**src/rtl/callguard_pkg.sv**
```systemverilog
package callguard_pkg;

    typedef enum logic [1:0] {
        TGT_PLAIN  = 2'b00,
        TGT_RETURN = 2'b01,
        TGT_SETUP  = 2'b10,
        TGT_RSVD   = 2'b11
    } tgt_cls_e;

endpackage

```
**src/rtl/cg_retaddr.sv**
```systemverilog
module cg_retaddr #(
    parameter int W      = 64,
    parameter int SLOT_LG = 2,
    parameter int BLK_LG = 5
) (
    input  logic [W-1:0] pc_i,
    input  logic         last_i,
    output logic [W-1:0] addr_o
);
    localparam logic [W-1:0] SLOT_BYTES = W'(1) << SLOT_LG;
    localparam logic [W-1:0] BLK_BYTES  = W'(1) << BLK_LG;

    logic [W-1:0] slot_base;
    logic [W-1:0] blk_base;

    always_comb begin
        slot_base = pc_i & ~(SLOT_BYTES - W'(1));
        blk_base  = pc_i & ~(BLK_BYTES - W'(1));
        addr_o    = last_i ? (blk_base + BLK_BYTES) : (slot_base + SLOT_BYTES);
    end
endmodule

```
**src/rtl/cg_digest.sv**
```systemverilog
module cg_digest #(
    parameter int             W     = 64,
    parameter int             DIG_W = 12,
    parameter int             ROT   = 23,
    parameter logic [W-1:0]   MULT  = 64'h9E3779B97F4A7C15
) (
    input  logic [W-1:0]     addr_i,
    input  logic [W-1:0]     key_i,
    output logic [DIG_W-1:0] dig_o
);
    localparam int NCH = (W + DIG_W - 1) / DIG_W;
    localparam logic [W-1:0] ADDR_MASK = {W{1'b1}} >> DIG_W;

    logic [W-1:0]         mixed;
    logic [W-1:0]         prod;
    logic [W-1:0]         rot;
    logic [NCH*DIG_W-1:0] padded;
    logic [DIG_W-1:0]     acc;

    always_comb begin
        mixed  = (addr_i & ADDR_MASK) ^ key_i;
        prod   = mixed * MULT;
        rot    = (prod << ROT) | (prod >> (W - ROT));
        padded = '0;
        padded[W-1:0] = rot;
        acc = '0;
        for (int i = 0; i < NCH; i++) begin
            acc = acc ^ padded[i*DIG_W +: DIG_W];
        end
        dig_o = acc;
    end
endmodule

```
**src/rtl/cg_shadow_stack.sv**
```systemverilog
module cg_shadow_stack #(
    parameter int W     = 64,
    parameter int DEPTH = 16
) (
    input  logic         clk,
    input  logic         rst_n,
    input  logic         push_i,
    input  logic [W-1:0] push_data_i,
    input  logic         pop_i,
    input  logic [W-1:0] cmp_data_i,
    output logic         empty_o,
    output logic         mismatch_o
);
    localparam int PW = (DEPTH > 1) ? $clog2(DEPTH) : 1;
    localparam int CW = $clog2(DEPTH + 1);
    localparam logic [PW-1:0] PTR_MAX = PW'(DEPTH - 1);
    localparam logic [CW-1:0] CNT_MAX = CW'(DEPTH);

    typedef struct packed {
        logic [PW-1:0] ptr;
        logic [CW-1:0] cnt;
    } stk_t;

    stk_t          stk_d, stk_q;
    logic [W-1:0]  mem_q [DEPTH];
    logic [PW-1:0] top_idx;

    always_comb begin
        top_idx    = (stk_q.ptr == '0) ? PTR_MAX : stk_q.ptr - PW'(1);
        empty_o    = (stk_q.cnt == '0);
        mismatch_o = (mem_q[top_idx] != cmp_data_i);
        stk_d      = stk_q;
        if (push_i) begin
            stk_d.ptr = (stk_q.ptr == PTR_MAX) ? '0 : stk_q.ptr + PW'(1);
            if (stk_q.cnt != CNT_MAX) stk_d.cnt = stk_q.cnt + CW'(1);
        end else if (pop_i && !empty_o) begin
            stk_d.ptr = top_idx;
            stk_d.cnt = stk_q.cnt - CW'(1);
        end
    end

    always_ff @(posedge clk) begin
        if (!rst_n) stk_q <= '0;
        else        stk_q <= stk_d;
    end

    always_ff @(posedge clk) begin
        if (push_i) mem_q[stk_q.ptr] <= push_data_i;
    end


    cnt_bound_chk: assert property (@(posedge clk) disable iff (!rst_n)
        stk_q.cnt <= CNT_MAX);


    full_hold_chk: assert property (@(posedge clk) disable iff (!rst_n)
        (push_i && stk_q.cnt == CNT_MAX) |=> (stk_q.cnt == CNT_MAX));


    excl_op_chk: assert property (@(posedge clk) disable iff (!rst_n)
        !(push_i && pop_i));
endmodule

```
**src/rtl/callguard.sv**
```systemverilog
module callguard
    import callguard_pkg::*;
#(
    parameter int W       = 64,
    parameter int DIG_W   = 12,
    parameter int DEPTH   = 16,
    parameter int SLOT_LG = 2,
    parameter int BLK_LG  = 5
) (
    input  logic         clk,
    input  logic         rst_n,
    input  logic         guard_en_i,
    input  logic [63:0]  seed_i,
    input  logic         call_i,
    input  logic [63:0]  call_pc_i,
    input  logic         call_last_i,
    input  logic         jump_i,
    input  logic [63:0]  jump_addr_i,
    input  logic [1:0]   tgt_cls_i,
    output logic [63:0]  ret_word_o,
    output logic         violation_o
);
    localparam int PA_W = W - DIG_W;

    typedef struct packed {
        logic [W-1:0] key;
        logic [W-1:0] ret_word;
        logic         viol;
    } gstate_t;

    gstate_t        st_d, st_q;
    tgt_cls_e       cls;
    logic [W-1:0]   ret_addr;
    logic [DIG_W-1:0] dig;
    logic [W-1:0]   word;
    logic           push, pop;
    logic           stk_empty, stk_mismatch;

    cg_retaddr #(.W(W), .SLOT_LG(SLOT_LG), .BLK_LG(BLK_LG)) u_retaddr (
        .pc_i   (call_pc_i),
        .last_i (call_last_i),
        .addr_o (ret_addr)
    );

    cg_digest #(.W(W), .DIG_W(DIG_W)) u_digest (
        .addr_i (ret_addr),
        .key_i  (st_q.key),
        .dig_o  (dig)
    );

    cg_shadow_stack #(.W(W), .DEPTH(DEPTH)) u_stack (
        .clk         (clk),
        .rst_n       (rst_n),
        .push_i      (push),
        .push_data_i (word),
        .pop_i       (pop),
        .cmp_data_i  (jump_addr_i),
        .empty_o     (stk_empty),
        .mismatch_o  (stk_mismatch)
    );

    always_comb begin
        cls  = tgt_cls_e'(tgt_cls_i);
        word = guard_en_i ? {dig, ret_addr[PA_W-1:0]} : ret_addr;
        push = call_i && guard_en_i && (cls != TGT_SETUP);
        pop  = jump_i && !call_i && guard_en_i && (cls == TGT_RETURN);

        st_d      = st_q;
        st_d.viol = pop && (stk_empty || stk_mismatch);
        if (call_i) st_d.ret_word = word;
    end

    always_ff @(posedge clk) begin
        if (!rst_n) begin
            st_q.key      <= seed_i;
            st_q.ret_word <= '0;
            st_q.viol     <= 1'b0;
        end else begin
            st_q <= st_d;
        end
    end

    assign ret_word_o  = st_q.ret_word;
    assign violation_o = st_q.viol;


    viol_src_chk: assert property (@(posedge clk) disable iff (!rst_n)
        violation_o |-> $past(jump_i && !call_i && guard_en_i && tgt_cls_i == 2'b01));


    empty_pop_chk: assert property (@(posedge clk) disable iff (!rst_n)
        (pop && stk_empty) |=> violation_o);


    plain_ret_chk: assert property (@(posedge clk) disable iff (!rst_n)
        (call_i && !guard_en_i && !call_last_i) |=>
        (ret_word_o == {$past(call_pc_i[63:2]), 2'b00} + 64'd4));


    key_hold_chk: assert property (@(posedge clk) disable iff (!rst_n)
        $past(rst_n) |-> $stable(st_q.key));
endmodule

```
**config.mk**
```make
export PLATFORM = sky130hd
export DESIGN_NAME = callguard
export DESIGN_NICKNAME = d
export VERILOG_FILES = /design/src/rtl/callguard_pkg.sv /design/src/rtl/cg_retaddr.sv /design/src/rtl/cg_digest.sv /design/src/rtl/cg_shadow_stack.sv /design/src/rtl/callguard.sv
export SDC_FILE = /design/constraint.sdc
export NUM_CORES = 2
export LEC_CHECK = 0
export BUFFER_PORTS_ARGS = -buffer_cell sky130_fd_sc_hd__buf_2
export CAP_MARGIN = 30
export CORE_UTILIZATION = 55
export CTS_CLUSTER_SIZE = 25
export DETAILED_ROUTE_END_ITERATION = 10
export GPL_TIMING_DRIVEN = 0
export MAX_ROUTING_LAYER = met4
export PLACE_DENSITY_LB_ADDON = 0.15
export SYNTH_ARGS = -nofsm -noshare
export SYNTH_HDL_FRONTEND = slang
export SYNTH_SLANG_ARGS = --single-unit
```
**constraint.sdc**
```tcl
create_clock -name clk -period 14.25 [get_ports clk]
set_clock_uncertainty 0.2 [all_clocks]
set_input_delay 1.425 -clock clk [delete_from_list [all_inputs] [get_ports clk]]
set_output_delay 1.425 -clock clk [all_outputs]
set_load 0.02 [all_outputs]
```
Yosys cells after proc, flatten, opt, wreduce, memory -nomap -nowiden
Memory sizes are Yosys's and may differ from the RTL's.
Cells that the tools add are included.
{ "word_totals": {"register_bits": 138, "mem_bits_rw": 1024, "in_bits": 200, "out_inout_bits": 65, "wordCells": 49, "memories": 1} }
{ "mem_list": {"columns": ["memory", "words", "width", "read_ports", "rd_ports_with_merged_regs", "write_ports", "line", "rtl"], "rows": [
  ["u_stack.mem_q", 16, 64, 1, 0, 1, "cg_shadow_stack.sv:25", "logic [W-1:0] mem_q [DEPTH];"]
]} }
{ "classes": {"n_addsub": 6, "n_mul": 1, "n_eq_ne": 6, "mux": 9, "bitwise_logic": 7, "n_reduce_logical": 14} }
{ "op_table": {"columns": ["operator", "n"], "rows": [
  ["$mux W64", 2],
  ["$add A64 B3 Y64 const B", 1],
  ["$add A64 B6 Y64 const B", 1],
  ["$mul A64 B64 Y64 const B", 1],
  ["$ne A64 B64 Y1", 1],
  ["$or A64 B23 Y64", 1],
  ["$xor A52 B64 Y64", 1],
  ["$xor A12 B12 Y12", 4],
  ["$mux W9", 2],
  ["$xor A12 B4 Y12", 1],
  ["$mux W4", 2],
  ["$logic_and A1 B1 Y1", 7],
  ["$add A5 B1 Y5 const B", 1],
  ["$logic_not A5 Y1", 1],
  ["$mux W5", 1],
  ["$ne A5 B5 Y1 const B", 1],
  ["$sub A5 B1 Y5 const B", 1],
  ["$add A4 B1 Y4 const B", 1],
  ["$eq A4 B4 Y1 const B", 1],
  ["$logic_not A4 Y1", 1],
  ["$sub A4 B1 Y4 const B", 1],
  ["$eq A2 B1 Y1 const B", 1],
  ["$logic_not A1 Y1", 2],
  ["$mux W1", 2],
  ["5 further kinds", 5]
]} }

Logic depth before layout (Yosys ltp)
{ "logic_depth": {"word_depth": 11, "mapped_depth": 41} }

Cells and area by module
A second synthesis with hierarchy kept.
{ "hier_totals": {"cells_unflattened": 6441, "area_unflattened_um2": 80219.4} }
{ "by_module_without_submodules": {"columns": ["module", "instances", "cells_per_inst", "area_per_inst_um2", "seq_area_each_um2"], "rows": [
  ["cg_shadow_stack", 1, 2592, 40933.0, 30929.7],
  ["cg_digest", 1, 3336, 33434.6, 0.0],
  ["callguard", 1, 295, 4431.8, 3223.1],
  ["cg_retaddr", 1, 218, 1420.1, 0.0]
]} }

Worst setup path after synthesis
No wires, ideal clock.
{ "synth_timing": {"path_kind": "input port to flip-flop", "startpoint": "input port call_pc_i[4]", "endpoint": "memory u_stack.mem_q[0][60], data pin", "setup_time_ps": 330, "arrival_ps": 11900, "t_required_ps": 13720, "path_slack_ps": 1820, "cell_stages": 40, "cell_sequence": "a31o_2 -> nand3_1 -> or3_1 -> buf_2 -> nor2_1 -> nand2_1 -> xor2_1 -> xor2_1 -> clkinv_1 -> xnor2_1 -> inv_1 -> ha_1 -> or2_2 -> fa_1 -> inv_1 -> fa_1 -> fa_1 -> inv_1 -> [... 4 more ...] -> inv_1 -> fa_1 -> fa_1 -> inv_1 -> fa_1 -> inv_1 -> ha_1 -> a21o_1 -> a21o_1 -> a21o_1 -> a221o_1 -> a221o_1 -> o2111ai_1 -> o31ai_1 -> a21oi_1 -> o21ai_0 -> xnor2_1 -> o21ai_0"} }
{ "synth_via": {"elab_chain_len": 11} }
{ "synth_rtl": {"columns": ["element", "line", "rtl"], "rows": [
  ["start, declared", "callguard.sv:15", "input logic [63:0] call_pc_i,"],
  ["$add A64 B3 Y64 (*)", "cg_retaddr.sv:19", "addr_o = last_i ? (blk_base + BLK_BYTES) : (slot_base + SLOT_BYTES);"],
  ["$mux W64 (*)", "cg_retaddr.sv:19", null],
  ["$xor A52 B64 Y64", "cg_digest.sv:21", "mixed = (addr_i & ADDR_MASK) ^ key_i;"],
  ["$mul A64 B64 Y64", "cg_digest.sv:22", "prod = mixed * MULT;"],
  ["$or A64 B23 Y64", "cg_digest.sv:23", "rot = (prod << ROT) | (prod >> (W - ROT));"],
  ["$xor A12 B12 Y12 (4 in a row)", "cg_digest.sv:28", "acc = acc ^ padded[i*DIG_W +: DIG_W];"],
  ["$xor A12 B4 Y12", "cg_digest.sv:28", null],
  ["$mux W64 (*)", "callguard.sv:64", "word = guard_en_i ? {dig, ret_addr[PA_W-1:0]} : ret_addr;"],
  ["via u_stack.push_data_i[60]", "cg_shadow_stack.sv:8", "input logic [W-1:0] push_data_i,"],
  ["end, declared", "cg_shadow_stack.sv:25", null]
]} }
Mark *: on every way through the listed nets, which the timed path passes. The rest lies on a longest branch.

Worst setup path in the final report
{ "layout_timing": {"startpoint": "input port call_pc_i[2]", "endpoint": "memory u_stack.mem_q[9][54], data pin"} }
The elaborated chain is that of the path after synthesis.

==> impl_metrics.prom <==
# TYPE chip_impl_metric gauge
chip_impl_metric{name="globalplace.congestion",unit=""} 1.06
chip_impl_metric{name="rrSetupSlack",unit="ps"} 2230
chip_impl_metric{name="synth.yosys.seq_area_share",unit="%"} 42.3
chip_impl_info{name="startpoint_type",value="input port"} 1
chip_impl_metric{name="grt-ovfl-total",unit=""} 0
chip_impl_metric{name="clk-insertion-delay-late",unit="ps"} 800
chip_impl_metric{name="post-place-cells",unit=""} 8346
chip_impl_info{name="cts_root_buffer",value="sky130_fd_sc_hd__clkbuf_16"} 1
chip_impl_info{name="critical-path-top-cell-by-count",value="sky130_fd_sc_hd__fa_1"} 1
chip_impl_metric{name="cp_max_fo",unit=""} 16
chip_impl_metric{name="drt_pre_antenna_iters",unit=""} 7
chip_impl_metric{name="max_cap_violations",unit=""} 0
chip_impl_metric{name="initial_antenna_violation_count",unit=""} 25
chip_impl_info{name="worst_r2r_endpoint",value="u_stack.mem_q[8][61]"} 1
chip_impl_metric{name="number_of_flip_flops_and_latches_in_the_synthesized_netlist",unit=""} 1128
chip_impl_metric{name="slew-limit-headroom",unit="%"} 19.2
chip_impl_metric{name="grt_max_degree",unit=""} 49
chip_impl_metric{name="timing_hold_violations_final",unit=""} 0
chip_impl_metric{name="clkSlewWorstSetupHoldPaths",unit="ps"} 60
chip_impl_metric{name="worst-r2r-cell-count",unit=""} 29
chip_impl_metric{name="multi_input_area",unit="µm²"} 40400
chip_impl_metric{name="fmax",unit="GHz"} 0.0707
chip_impl_metric{name="layout-drive-gt1-share",unit="%"} 15.0
chip_impl_info{name="hold_path_class",value="reg2reg"} 1
chip_impl_metric{name="tritoncts_num_sinks",unit=""} 1128
chip_impl_metric{name="via_count_of_the_first_global_routing_pass",unit=""} 51400
chip_impl_info{name="crit_path_end_kind",value="flip-flop"} 1
chip_impl_metric{name="finish.cell_count_without_fillers",unit=""} 8596
chip_impl_info{name="run_status",value="finished, final reports clean"} 1
chip_impl_metric{name="finish.net_count",unit=""} 8181
chip_impl_metric{name="cp.required",unit="ps"} 14480
chip_impl_info{name="rr_startpoint",value="st_d[75]"} 1
chip_impl_metric{name="yosys_warnings",unit=""} 0
chip_impl_metric{name="async_reset_ff_share",unit="%"} 0
chip_impl_metric{name="cts_inserted_buffers",unit=""} 114
chip_impl_info{name="critPathKind",value="in2reg"} 1
chip_impl_metric{name="min_period_over_period",unit="%"} 99.3
chip_impl_metric{name="initial_utilization",unit="%"} 55.4
chip_impl_metric{name="fp.dieW",unit="µm"} 379
chip_impl_metric{name="cts_hold_buf",unit=""} 0
chip_impl_info{name="startpoint",value="call_pc_i[2]"} 1
chip_impl_metric{name="synthDistinctLibCells",unit=""} 82
chip_impl_metric{name="io_pins",unit=""} 265
chip_impl_info{name="cp_slowest_cell",value="sky130_fd_sc_hd__a21oi_1"} 1
chip_impl_metric{name="detail_route.vias_per_cell",unit=""} 5.95
chip_impl_metric{name="area_delta_synth_final",unit="%"} 13.9
chip_impl_metric{name="die_height",unit="µm"} 379
chip_impl_info{name="cp-endpoint",value="u_stack.mem_q[9][54]"} 1
chip_impl_metric{name="design.die.area",unit="µm²"} 144000
chip_impl_metric{name="critical_path.max_stage_delay",unit="ps"} 670
chip_impl_metric{name="synthesis.instances",unit=""} 6025
chip_impl_info{name="dominantRegCellSynth",value="sky130_fd_sc_hd__edfxtp_1"} 1
chip_impl_metric{name="placement.io_buffers",unit=""} 259
chip_impl_metric{name="fill_cell_total_of_the_finished_layout",unit=""} 10700
chip_impl_metric{name="post-route-min-period",unit="ps"} 14150
chip_impl_metric{name="via_count",unit=""} 51200
chip_impl_metric{name="tightestPinTransition",unit="ps"} 1180
chip_impl_metric{name="postRouteAntennaNets",unit=""} 0
chip_impl_metric{name="report.final.slew_viol_count",unit=""} 0
chip_impl_metric{name="mappedNetlistArea",unit="µm²"} 78300
chip_impl_metric{name="total_routed_wirelength",unit="mm"} 294
chip_impl_metric{name="synth_area_per_cell",unit="µm²"} 13.0
chip_impl_metric{name="ff_latch_area",unit="µm²"} 33200
chip_impl_metric{name="wl_per_cell",unit="µm"} 34.2
chip_impl_metric{name="num_rows",unit=""} 138
chip_impl_metric{name="remaining_drc_errors",unit=""} 0
chip_impl_metric{name="dr.first_iter.drc_count",unit=""} 6770
chip_impl_metric{name="clock_path_buffers",unit=""} 3
chip_impl_metric{name="hpwlAfterDp",unit="mm"} 242
chip_impl_metric{name="htree_num_levels",unit=""} 3
chip_impl_metric{name="grt_usage",unit="%"} 42.7
chip_impl_metric{name="grt_first_pass_wirelength",unit="mm"} 400
chip_impl_metric{name="worst_ep_arrival_time",unit="ps"} 14380
chip_impl_metric{name="design.core.area",unit="µm²"} 141000
chip_impl_metric{name="setup_viol_count_final",unit=""} 0
chip_impl_metric{name="synth_enable_flop_cells",unit=""} 1056
chip_impl_info{name="tritoncts",value="yes"} 1
## worst max-delay path: cells and delay by family
kind | cells | cell delay, ps
adder cells (fa/ha/maj) | 12 | 5950
AND/OR/NAND/NOR | 8 | 2400
AO/OA/AOI/OAI | 5 | 1950
buffers and inverters | 8 | 1690
XOR/XNOR | 3 | 890
## synthesized netlist by cell type, types with 50 or more instances
cell type / instances / share of area, %
sky130_fd_sc_hd__xor2_1: 112 / 1.3
sky130_fd_sc_hd__clkbuf_1: 93 / 0.45
sky130_fd_sc_hd__edfxtp_1: 1056 / 40
sky130_fd_sc_hd__nand2_1: 538 / 2.6
sky130_fd_sc_hd__and3_1: 114 / 0.91
sky130_fd_sc_hd__inv_1: 1249 / 6.0
sky130_fd_sc_hd__a31oi_1: 106 / 0.85
sky130_fd_sc_hd__a211oi_1: 54 / 0.52
sky130_fd_sc_hd__o21ai_0: 50 / 0.32
sky130_fd_sc_hd__nor2_1: 155 / 0.74
sky130_fd_sc_hd__a21o_1: 68 / 0.65
sky130_fd_sc_hd__xnor2_1: 283 / 3.2
sky130_fd_sc_hd__ha_1: 561 / 9.0
sky130_fd_sc_hd__mux4_2: 198 / 5.7
sky130_fd_sc_hd__dfxtp_1: 72 / 1.8
sky130_fd_sc_hd__fa_1: 837 / 21
sky130_fd_sc_hd__a21oi_1: 86 / 0.55
## how the worst min path moves through the flow
stage	slack, ps	depth (start not counted)	startpoint	to
floorplan	270	2	u_stack.stk_q[2]	u_stack.stk_q[2]
finish	290	2	ret_word_o[62]	ret_word_o[62]
global route	300	2	ret_word_o[16]	ret_word_o[16]
CTS	290	2	ret_word_o[63]	ret_word_o[63]
detailed placement	270	2	ret_word_o[62]	ret_word_o[62]
global placement	270	2	ret_word_o[62]	ret_word_o[62]
## kinds of logic after synthesis
group | after synthesis | synth area share (%)
compound gates | 454 | 3.87
buf+inv | 1418 | 6.98
xor+xnor | 408 | 4.81
flops | 1128 | 42.3
mux | 209 | 5.83
fa+ha+maj | 1398 | 30.4
simple gates | 1009 | 5.84
other cells | 1 | 0.00479
## sequential cells by signal, indices dropped and copies added, names as in the netlist
| name | flops |
|---|---|
| st_d | 64 |
| violation_o | 1 |
| u_stack.mem_q | 992 |
| ret_word_o | 62 |
| u_stack.stk_q | 9 |
## area by class of cell
cell class,instances,share of cell area (%)
inverters,1251,5.27
clock inverters,77,0.921
clock buffers,141,3.46
flip-flops and latches,1128,37.1
plain buffers,167,0.864
diodes,21,0.0589
repair buffers,441,4.39
multi-input cells,3480,45.2
well taps,1890,2.65
## cells in the final DEF, fill, tap and decap left out, types with 28 or more instances in the layout
| cell type | n |
|---|---|
| sky130_fd_sc_hd__mux4_2 | 198 |
| sky130_fd_sc_hd__xor2_1 | 86 |
| sky130_fd_sc_hd__o21ai_0 | 47 |
| sky130_fd_sc_hd__buf_6 | 54 |
| sky130_fd_sc_hd__nand4_1 | 30 |
| sky130_fd_sc_hd__dfxtp_1 | 72 |
| sky130_fd_sc_hd__a21oi_1 | 85 |
| sky130_fd_sc_hd__xnor2_2 | 30 |
| sky130_fd_sc_hd__nand3_1 | 47 |
| sky130_fd_sc_hd__buf_2 | 295 |
| sky130_fd_sc_hd__buf_4 | 50 |
| sky130_fd_sc_hd__fa_1 | 837 |
| sky130_fd_sc_hd__clkinv_2 | 28 |
| sky130_fd_sc_hd__xnor2_1 | 253 |
| sky130_fd_sc_hd__clkbuf_16 | 119 |
| sky130_fd_sc_hd__inv_1 | 1249 |
| sky130_fd_sc_hd__a31oi_1 | 106 |
| sky130_fd_sc_hd__buf_12 | 30 |
| sky130_fd_sc_hd__and3_1 | 114 |
| sky130_fd_sc_hd__edfxtp_1 | 1056 |
| sky130_fd_sc_hd__a21o_1 | 68 |
| sky130_fd_sc_hd__ha_1 | 561 |
| sky130_fd_sc_hd__a211oi_1 | 54 |
| sky130_fd_sc_hd__buf_8 | 50 |
| sky130_fd_sc_hd__nor2_1 | 140 |
| sky130_fd_sc_hd__nand2_1 | 538 |
| sky130_fd_sc_hd__clkbuf_1 | 109 |
## routing by layer
layer | vias up | share of wire [%] | track usage (%)
li1 | 21300 | - | -
met4 | 0 | 5.6 | 19.4
met2 | 3041 | 46 | 64.9
met3 | 529 | 11 | 10.0
met1 | 26300 | 38 | 54.8
met5 | - | 0 | -
## timing repair
item,4_1_cts,5_1_grt
buffers inserted,3,1
pin swaps,2,1
resized for setup,9,9
setup endpoints to repair,148,115
cloned,0,0
## per-stage QoR
stage                     cell area [µm²]  hold WS, ps  TNS [ps]  setup slack (ps)  utilization [%]
after floorplan                     78300          274         0              1820                -
after global placement              82000          266   -786690             -4670             58.0
after detailed placement            85000          269   -203070             -1750             60.1
after CTS                           89000          285         0              52.7             63.0
after global routing                89200          302     -15.9             -5.80             63.1
final                               89200          285         0              98.1             63.1
Power is left out: the tool's default activity adds up to more than one toggle a clock period on the data nets, which glitch-free logic cannot reach.
